--- config.mk ---
export PLATFORM = sky130hd
export DESIGN_NAME = gpio_irq_unit
export DESIGN_NICKNAME = d
export VERILOG_FILES = /design/src/rtl/gpio_irq_pkg.sv /design/src/rtl/gpio_irq_decode.sv /design/src/rtl/gpio_irq_datapath.sv /design/src/rtl/gpio_irq_unit.sv
export SDC_FILE = /design/constraint.sdc
export NUM_CORES = 1
export LEC_CHECK = 0
export BUFFER_PORTS_ARGS = -buffer_cell sky130_fd_sc_hd__buf_4
export CAP_MARGIN = 20
export CORE_ASPECT_RATIO = 1.5
export CORE_MARGIN = 4
export CORE_UTILIZATION = 50
export DETAILED_ROUTE_END_ITERATION = 8
export PLACE_DENSITY_LB_ADDON = 0.25
export SLEW_MARGIN = 0
export SYNTH_ARGS = -nofsm -noshare
export SYNTH_HDL_FRONTEND = slang
export SYNTH_SLANG_ARGS = --single-unit
--- constraint.sdc ---
create_clock -name clk -period 1.8 [get_ports clk]
set_input_delay 0 -clock clk [delete_from_list [all_inputs] [get_ports clk]]
set_output_delay 0 -clock clk [all_outputs]
set_load 0.1 [all_outputs]
--- src/rtl/gpio_irq_pkg.sv ---
package gpio_irq_pkg;
  localparam logic [7:0] OFS_DIR  = 8'h00;
  localparam logic [7:0] OFS_TYPE = 8'h04;
  localparam logic [7:0] OFS_POL  = 8'h08;
  localparam logic [7:0] OFS_RISE = 8'h0C;
  localparam logic [7:0] OFS_FALL = 8'h10;
  localparam logic [7:0] OFS_IN   = 8'h14;
  localparam logic [7:0] OFS_SET  = 8'h18;
  localparam logic [7:0] OFS_CLR  = 8'h1C;
  localparam logic [7:0] OFS_OUT  = 8'h20;
  localparam logic [7:0] OFS_MASK = 8'h28;
  localparam logic [7:0] OFS_EN   = 8'h2C;
  localparam logic [7:0] OFS_PEND = 8'h30;
  localparam logic [7:0] OFS_ACK  = 8'h34;

  typedef enum logic [3:0] {
    RD_ZERO, RD_DIR, RD_TYPE, RD_POL, RD_RISE, RD_FALL,
    RD_IN, RD_OUT, RD_MASK, RD_EN, RD_PEND
  } rdSel_e;

  typedef struct packed {
    logic   wrDir;
    logic   wrType;
    logic   wrPol;
    logic   wrRise;
    logic   wrFall;
    logic   setOut;
    logic   clrOut;
    logic   wrOut;
    logic   wrMask;
    logic   wrEn;
    logic   ackPend;
    rdSel_e rdSel;
  } ctrlStrobe_t;
endpackage

--- src/rtl/gpio_irq_decode.sv ---
module gpio_irq_decode
  import gpio_irq_pkg::*;
#(
  parameter int ADDR_W = 8
) (
  input  logic              clk,
  input  logic              rstN,
  input  logic              busSel,
  input  logic              busWrite,
  input  logic [ADDR_W-1:0] busAddr,
  output ctrlStrobe_t       strb
);
  logic wrAcc;
  assign wrAcc = busSel && busWrite;

  always_comb begin
    strb = '0;
    strb.rdSel = RD_ZERO;
    case (busAddr)
      ADDR_W'(OFS_DIR):  begin strb.wrDir  = wrAcc; strb.rdSel = RD_DIR;  end
      ADDR_W'(OFS_TYPE): begin strb.wrType = wrAcc; strb.rdSel = RD_TYPE; end
      ADDR_W'(OFS_POL):  begin strb.wrPol  = wrAcc; strb.rdSel = RD_POL;  end
      ADDR_W'(OFS_RISE): begin strb.wrRise = wrAcc; strb.rdSel = RD_RISE; end
      ADDR_W'(OFS_FALL): begin strb.wrFall = wrAcc; strb.rdSel = RD_FALL; end
      ADDR_W'(OFS_IN):   strb.rdSel = RD_IN;
      ADDR_W'(OFS_SET):  strb.setOut = wrAcc;
      ADDR_W'(OFS_CLR):  strb.clrOut = wrAcc;
      ADDR_W'(OFS_OUT):  begin strb.wrOut  = wrAcc; strb.rdSel = RD_OUT;  end
      ADDR_W'(OFS_MASK): begin strb.wrMask = wrAcc; strb.rdSel = RD_MASK; end
      ADDR_W'(OFS_EN):   begin strb.wrEn   = wrAcc; strb.rdSel = RD_EN;   end
      ADDR_W'(OFS_PEND): strb.rdSel = RD_PEND;
      ADDR_W'(OFS_ACK):  strb.ackPend = wrAcc;
      default: ;
    endcase
  end

  // one access per cycle: at most one register write strobe
  assert_one_strobe_R4: assert property (@(posedge clk) disable iff (!rstN)
    $onehot0({strb.wrDir, strb.wrType, strb.wrPol, strb.wrRise, strb.wrFall,
              strb.setOut, strb.clrOut, strb.wrOut, strb.wrMask, strb.wrEn,
              strb.ackPend}));
endmodule

--- src/rtl/gpio_irq_datapath.sv ---
module gpio_irq_datapath
  import gpio_irq_pkg::*;
#(
  parameter int PIN_COUNT   = 16,
  parameter int SYNC_STAGES = 2
) (
  input  logic                 clk,
  input  logic                 rstN,
  input  ctrlStrobe_t          strb,
  input  logic [PIN_COUNT-1:0] wdata,
  output logic [PIN_COUNT-1:0] rdata,
  input  logic [PIN_COUNT-1:0] pinIn,
  output logic [PIN_COUNT-1:0] pinOut,
  output logic [PIN_COUNT-1:0] pinOutEn,
  output logic                 irqOut
);
  localparam logic [PIN_COUNT-1:0] ALL_ONES = '1;

  logic [PIN_COUNT-1:0] dirReg, typeReg, polReg, riseReg, fallReg;
  logic [PIN_COUNT-1:0] outReg, maskReg, enReg, statusReg, prevIn;
  logic [PIN_COUNT-1:0] syncChain [SYNC_STAGES];
  logic [PIN_COUNT-1:0] syncIn, levelHit, edgeHit, ackMask, pendVec;

  // input synchroniser
  always_ff @(posedge clk or negedge rstN) begin
    if (!rstN) syncChain[0] <= '0;
    else       syncChain[0] <= pinIn;
  end
  for (genvar s = 1; s < SYNC_STAGES; s++) begin : g_sync
    always_ff @(posedge clk or negedge rstN) begin
      if (!rstN) syncChain[s] <= '0;
      else       syncChain[s] <= syncChain[s-1];
    end
  end
  assign syncIn = syncChain[SYNC_STAGES-1];

  // configuration registers
  always_ff @(posedge clk or negedge rstN) begin
    if (!rstN) begin
      dirReg <= '0; typeReg <= '0; polReg <= '0; riseReg <= '0;
      fallReg <= '0; maskReg <= ALL_ONES; enReg <= '0;
    end else begin
      if (strb.wrDir)  dirReg  <= wdata;
      if (strb.wrType) typeReg <= wdata;
      if (strb.wrPol)  polReg  <= wdata;
      if (strb.wrRise) riseReg <= wdata;
      if (strb.wrFall) fallReg <= wdata;
      if (strb.wrMask) maskReg <= wdata;
      if (strb.wrEn)   enReg   <= wdata;
    end
  end

  // output value: direct write, atomic set and clear
  always_ff @(posedge clk or negedge rstN) begin
    if (!rstN)            outReg <= '0;
    else if (strb.wrOut)  outReg <= wdata;
    else if (strb.setOut) outReg <= outReg | wdata;
    else if (strb.clrOut) outReg <= outReg & ~wdata;
  end

  // event detection and sticky status
  assign levelHit = typeReg & ~(syncIn ^ polReg);
  assign edgeHit  = ~typeReg & ((riseReg & syncIn & ~prevIn) |
                                (fallReg & ~syncIn & prevIn));
  assign ackMask  = strb.ackPend ? wdata : '0;
  assign pendVec  = statusReg & ~maskReg & enReg;

  always_ff @(posedge clk or negedge rstN) begin
    if (!rstN) begin
      prevIn    <= '0;
      statusReg <= '0;
      irqOut    <= 1'b0;
    end else begin
      prevIn    <= syncIn;
      statusReg <= (statusReg & ~ackMask) | levelHit | edgeHit;
      irqOut    <= |pendVec;
    end
  end

  always_comb begin
    case (strb.rdSel)
      RD_DIR:  rdata = dirReg;
      RD_TYPE: rdata = typeReg;
      RD_POL:  rdata = polReg;
      RD_RISE: rdata = riseReg;
      RD_FALL: rdata = fallReg;
      RD_IN:   rdata = syncIn;
      RD_OUT:  rdata = outReg;
      RD_MASK: rdata = maskReg;
      RD_EN:   rdata = enReg;
      RD_PEND: rdata = pendVec;
      default: rdata = '0;
    endcase
  end

  assign pinOut   = outReg;
  assign pinOutEn = dirReg;

  assert_set_out_R3: assert property (@(posedge clk) disable iff (!rstN)
    strb.setOut |=> ((outReg & $past(wdata)) == $past(wdata)));
  assert_clr_out_R4: assert property (@(posedge clk) disable iff (!rstN)
    strb.clrOut |=> ((outReg & $past(wdata)) == '0));
  assert_out_hold_R3: assert property (@(posedge clk) disable iff (!rstN)
    !(strb.setOut || strb.clrOut || strb.wrOut) |=> $stable(outReg));
  assert_edge_latch_R7: assert property (@(posedge clk) disable iff (!rstN)
    (|edgeHit) |=> ((statusReg & $past(edgeHit)) == $past(edgeHit)));
  assert_level_latch_R6: assert property (@(posedge clk) disable iff (!rstN)
    (|levelHit) |=> ((statusReg & $past(levelHit)) == $past(levelHit)));
  assert_ack_clear_R9: assert property (@(posedge clk) disable iff (!rstN)
    (strb.ackPend && !(|(levelHit | edgeHit))) |=> ((statusReg & $past(wdata)) == '0));
  assert_irq_pending_R10: assert property (@(posedge clk) disable iff (!rstN)
    (|(statusReg & ~maskReg & enReg)) |=> irqOut);
endmodule

--- src/rtl/gpio_irq_unit.sv ---
module gpio_irq_unit
  import gpio_irq_pkg::*;
#(
  parameter int PIN_COUNT   = 16,
  parameter int ADDR_W      = 8,
  parameter int SYNC_STAGES = 2
) (
  input  logic                 clk,
  input  logic                 rstN,
  input  logic                 busSel,
  input  logic                 busWrite,
  input  logic [ADDR_W-1:0]    busAddr,
  input  logic [PIN_COUNT-1:0] busWdata,
  output logic [PIN_COUNT-1:0] busRdata,
  input  logic [PIN_COUNT-1:0] pinIn,
  output logic [PIN_COUNT-1:0] pinOut,
  output logic [PIN_COUNT-1:0] pinOutEn,
  output logic                 irqOut
);
  ctrlStrobe_t strb;

  gpio_irq_decode #(.ADDR_W(ADDR_W)) u_decode (
    .clk(clk), .rstN(rstN), .busSel(busSel), .busWrite(busWrite),
    .busAddr(busAddr), .strb(strb)
  );

  gpio_irq_datapath #(.PIN_COUNT(PIN_COUNT), .SYNC_STAGES(SYNC_STAGES)) u_datapath (
    .clk(clk), .rstN(rstN), .strb(strb), .wdata(busWdata), .rdata(busRdata),
    .pinIn(pinIn), .pinOut(pinOut), .pinOutEn(pinOutEn), .irqOut(irqOut)
  );
endmodule

; ---- Word-level counts from Yosys, hierarchy flattened
; Cells that the tools add are included.
[totals]
register_bits = 193
inputBits = 44
output_inout_bits = 49
[op_classes]
n_eq_ne = 22
mux = 17
bitwise = 22
n_reduce_logical = 4
[ops]
columns = cell, count
row1 = $and 16x16->16, 10
row2 = $pmux 16 s10, 1
row3 = $not 16->16, 7
row4 = $mux 16, 4
row5 = $or 16x16->16, 4
row6 = $eq 8x6->1 const B, 5
row7 = $pmux 4 s10, 1
row8 = $eq 8x5->1 const B, 4
row9 = $eq 4x3->1 const B, 4
row10 = $eq 8x4->1 const B, 2
row11 = $reduce_or 16->1, 1
row12 = $xor 16x16->16, 1
row13 = $eq 4x4->1 const B, 3
row14 = $mux 1, 11
row15 = $eq 4x2->1 const B, 2
row16 = $eq 8x3->1 const B, 1
row17 = $logic_not 8->1, 1
row18 = $eq 4x1->1 const B, 1
row19 = $reduce_bool 3->1, 1
row20 = $logic_and 1x1->1, 1

; ---- Longest topological paths before layout
[depth]
depth_word = 7
ltp_mapped = 8
ltp_nobuf = 4

; ---- Modules after synthesis
; A second synthesis with hierarchy kept.
[hier_totals]
cells_unflattened = 764
hier_area_um2 = 9125.0
[by_module_without_submodules]
columns = mod, n_inst, cells_each, area_per_inst_um2, seq_area_each_um2
row1 = gpio_irq_datapath, 1, 724, 8799.7, 4849.7
row2 = gpio_irq_decode, 1, 40, 325.3, 0.0

; ---- Least setup slack after synthesis
; Ideal clock, no wire load.
[synth_timing]
kind = input port to output port
start = input busAddr[5]
end = output busRdata[0]
arrival_ps = 2852
required_ps = 1800
slack_ps = -1052
stages = 5
path_cell_list = buf_2 > nor4_2 > nand3b_1 > clkbuf_1 > o221ai_1
[synth_via]
elab_chain_cells = 4
word_cells_on_any_way = 22
classes_between = 19 x eq/ne / 2 x mux / 1 x reduce/logical
[synth_lines]
columns = element, line
row1 = start: declaration, gpio_irq_unit.sv:12  ; input logic [ADDR_W-1:0] busAddr,
row2 = "$eq 8x6->1, or another cell as far along", gpio_irq_decode.sv:19  ; case (busAddr)
row3 = $pmux 4 s10 *, gpio_irq_decode.sv:19
row4 = "$eq 4x4->1, or another cell as far along", gpio_irq_datapath.sv:81  ; case (strb.rdSel)
row5 = $pmux 16 s10 *, gpio_irq_datapath.sv:81
row6 = end: declaration, gpio_irq_unit.sv:14  ; output logic [PIN_COUNT-1:0] busRdata,
; Mark *: on every way between the ends. The rest lies on a longest branch, timed or not.

; ---- Worst setup path in the final report
[layout_timing]
start = register u_datapath.syncChain (netlist bit u_datapath.syncIn[4])
end = output busRdata[4]
[layout_via]
elab_chain_cells = 1
[layout_lines]
columns = element, line
row1 = start: declaration, gpio_irq_datapath.sv:21  ; logic [PIN_COUNT-1:0] syncChain [SYNC_STAGES];
row2 = start signal: indexed assignment, gpio_irq_datapath.sv:32  ; else syncChain[s] <= syncChain[s-1];
row3 = $pmux 16 s10, gpio_irq_datapath.sv:81
; No other way between the ends.

==> results.md <==
* Initial DRC Count at 692
* Max-slew violation count at 0
* R2R Setup Slk at 80 ps
* Max Buffers Root-to-Sink at 2
* Remaining global-route overflow at 0
* Final worst-path cycle share at 110.2%
* DIE AREA at 0.02084 mm2
* Layout area overhead at 33.00%
* Avg Cell Area, Syn at 11.80 um2
* Horiz. Die Dim at 119.2 um
* P_sw at 2.646 mW
* Root cell of the clock tree: clkbuf_16
* Min Tclk post-route at 1983 ps
* CP Class: flop to primary output
* Synth warn at 0
* Violated checks: setup timing
* Fraction of layout cells with a size suffix above 1 at 38.83%
* Fmax at 504.3 MHz
* Non-Filler Instances at 1255
* Starting density of the core at 51.27%
* Synthesized area at 0.009275 mm2
* CP endpoint: busRdata[4]
* Avg WL per Cell at 22.59 um
* Part of the power in the clock network at 40.0%
* Reg area at 0.004866 mm2
* Fraction of registers with async set/reset at 100.0%
* Seq pwr share at 47.8%
* Internal power at 7.055 mW
* Antenna Cells at 0
* Final WL at 28.35 mm
* RR Startpoint: u_datapath.maskReg[15]
* Pre-antenna DRT Iters at 5
* Synth Net Count at 830
* Vias in the first global route at 8314
* Max-cap check violation count at 0
* CTS H-tree lvls at 4
* CTS tree: yes
* Placed cells at 1148
* Pin count of the biggest net entering global routing at 55
* Placement Rows at 60
* RR Endpoint: u_datapath.irqOut
* GRT Overall Usage at 27.79%
* Pwr Density at 786.4 mW/mm2
* Netlist cell types at 65
* RSZ-0062 raised after global routing: yes
* Post-Syn Instances at 786
* Setup WS post-layout at -183.1 ps
* Largest cells by area after synthesis: dfrtp_1 (48%), mux2_2 (8.4%), mux2i_1 (5.4%)
* Worst path required time at 1800 ps
* Antenna violations before repair at 0
* Core area at 0.01809 mm2
* Sequential area share after synthesis at 52.29%
* Leakage at 5.494 nW
* Hold WC Path Type: input pin to flop
* Num CTS Buffers at 17
* Worst-path fanout max at 3
* Final Hold Viols at 0
* Residual DRC at 0
* FF-to-FF path depth at 11
* Routed Antenna Nets at 0
* Nets at 1038
* Vias at 7652
* RePlAce Congestion at 0.9919
* DP Worst Slack at -133.0 ps
* Sw Ratio at 27.27%
* Post-synth top area cell: dfrtp_1
* Arrival time at the worst endpoint at 1980 ps
* Slew margin rel. at 66.72%
* Combinational power share at 12.2%
* CP startpoint: u_datapath.syncIn[4]
* Top-area cell type share of the netlist area at 47.75%
* Area of the multi-input gates at 0.004249 mm2
* Post-synth EDFFs at 0
* Port Buffers at 92
* Yosys reg bits at 193
* Via/cell ratio at 6.097
* Clk pin slew, worst setup/hold paths at 70 ps
* I/O pins at 93
* Clock latency on the worst-skew pair at 440 ps
* First-pass GRT wire length at 45.11 mm
* # setup viols final at 8
* Worst ir drop on vdd at 0.6155 mV
* Startpoint types: flop
* Crit end category: primary output
* Main flop type after synthesis: dfrtp_1
* # fillers at 1326
* Clk sinks at 193
* Outcome: finished, violations left
* Worst-Margin Slew at 497.8 ps
* Final setup skew at 9.896 ps
* DP HPWL at 19.59 mm
* Die height at 174.8 um
## routing by layer
metal	track usage (%)	routed length (um)	vias to the layer above
li1	-	-	3330
met1	32.56	10520	3853
met2	47.23	14360	359
met3	5.278	1893	110
met4	16.34	1579	0
met5	0	0	-
## worst min path at each step
stage	cells past startpoint	from	end
2_1_floorplan	0	rstN	async pin
3_3_place_gp	1	rstN	u_datapath.syncChain[30]
3_5_place_dp	1	rstN	u_datapath.syncChain[30]
4_1_cts	4	busWrite	flop
5_1_grt	4	busWrite	flop
6_report	4	busWrite	flop
## power groups by stage
stage                     Clock [mW]  Sequential [mW]  Combinational, mW
after floorplan                    0             4.93              0.393
after global placement             0             4.71               1.03
after detailed placement           0             4.72               1.06
after CTS                       3.92             4.63               1.17
after global routing            4.14             4.65               1.26
final                           3.88             4.64               1.19
## critical path, cell delays in order (launching register included)
cell,delay [ps]
dfrtp_2,440
mux2i_2,180
nor3_2,70
a2111oi_2,340
buf_4,170
o211ai_1,120
buf_6,210
## cell type report
type	instances	area share, %
Sequential cell	193	39.45
Multi-Input combinational cell	501	34.45
Timing Repair Buffer	250	17.79
Clock buffer	19	3.591
Tap cell	248	2.515
Clock inverter	13	1.268
Inverter	31	0.9433
## logic make-up after synthesis
kind of cell / count (synthesis) / share of synthesized area (%)
DFF: 193 / 52.29
and+or+nand+nor: 188 / 11.93
AOI/OAI and AO/OA: 167 / 14.38
muxes: 146 / 17.05
buffers and inverters: 92 / 4.357
## synth_stat cells, types with 3 or more instances
cell type	number
nor3b_1	4
nor3_4	3
clkbuf_1	30
a221oi_1	5
a22oi_1	17
o311a_1	14
dfrtp_1	177
nand4_1	6
a21oi_1	4
nor2_1	22
o32ai_1	3
a22o_1	27
o221ai_1	3
mux2_2	69
mux2i_1	50
o211ai_1	12
inv_1	31
or3_1	4
dfstp_2	16
a2111oi_0	4
o2bb2ai_1	23
nand3_1	9
buf_4	5
o21ai_0	25
nor2b_1	3
buf_1	4
or4_1	4
a211o_1	16
mux2_1	27
and3_1	3
o21a_1	3
buf_2	20
nor3_1	16
nand2_1	70
nand3b_1	17
## what timing repair did
action                                  in CTS  in global routing
hold buffers                                33                  0
gates resized for setup                     40                 20
hold endpoints to repair                   307                  0
setup buffers                               34                 11
pin swaps                                   18                 24
endpoints found under the setup margin      14                 17
## through the flow
stage	util [%]	area (um2)	hold slack [ps]	total power, mW	TNS, ps
4_1_cts	67.37	12190	47.82	9.720	-963.8
3_3_place_gp	59.88	10830	-8.354	5.742	-2259
2_1_floorplan	-	9389	-295.6	5.323	-9345
5_1_grt	68.18	12340	65.34	10.05	-1566
6_report	68.18	12340	57.91	9.701	-987.5
3_5_place_dp	59.88	10830	-3.333	5.773	-2671
## cells in the final DEF, fill, tap and decap left out, types with 13 or more instances in the layout
master and count:
dfrtp_2 13, a22oi_1 16, nand2_1 70, o21ai_0 22, mux2i_1 48, dfrtp_1 164, buf_6 19, nor3_1 13
clkbuf_16 17, mux2_1 27, mux2_2 69, a211o_1 16, a22o_1 27, o2bb2ai_1 20, inv_1 31, nor2_1 21
o311a_1 14, buf_4 184, dfstp_2 16, dlygate4sd3_1 33, nand3b_1 17
(Power assumes the default switching activity.)
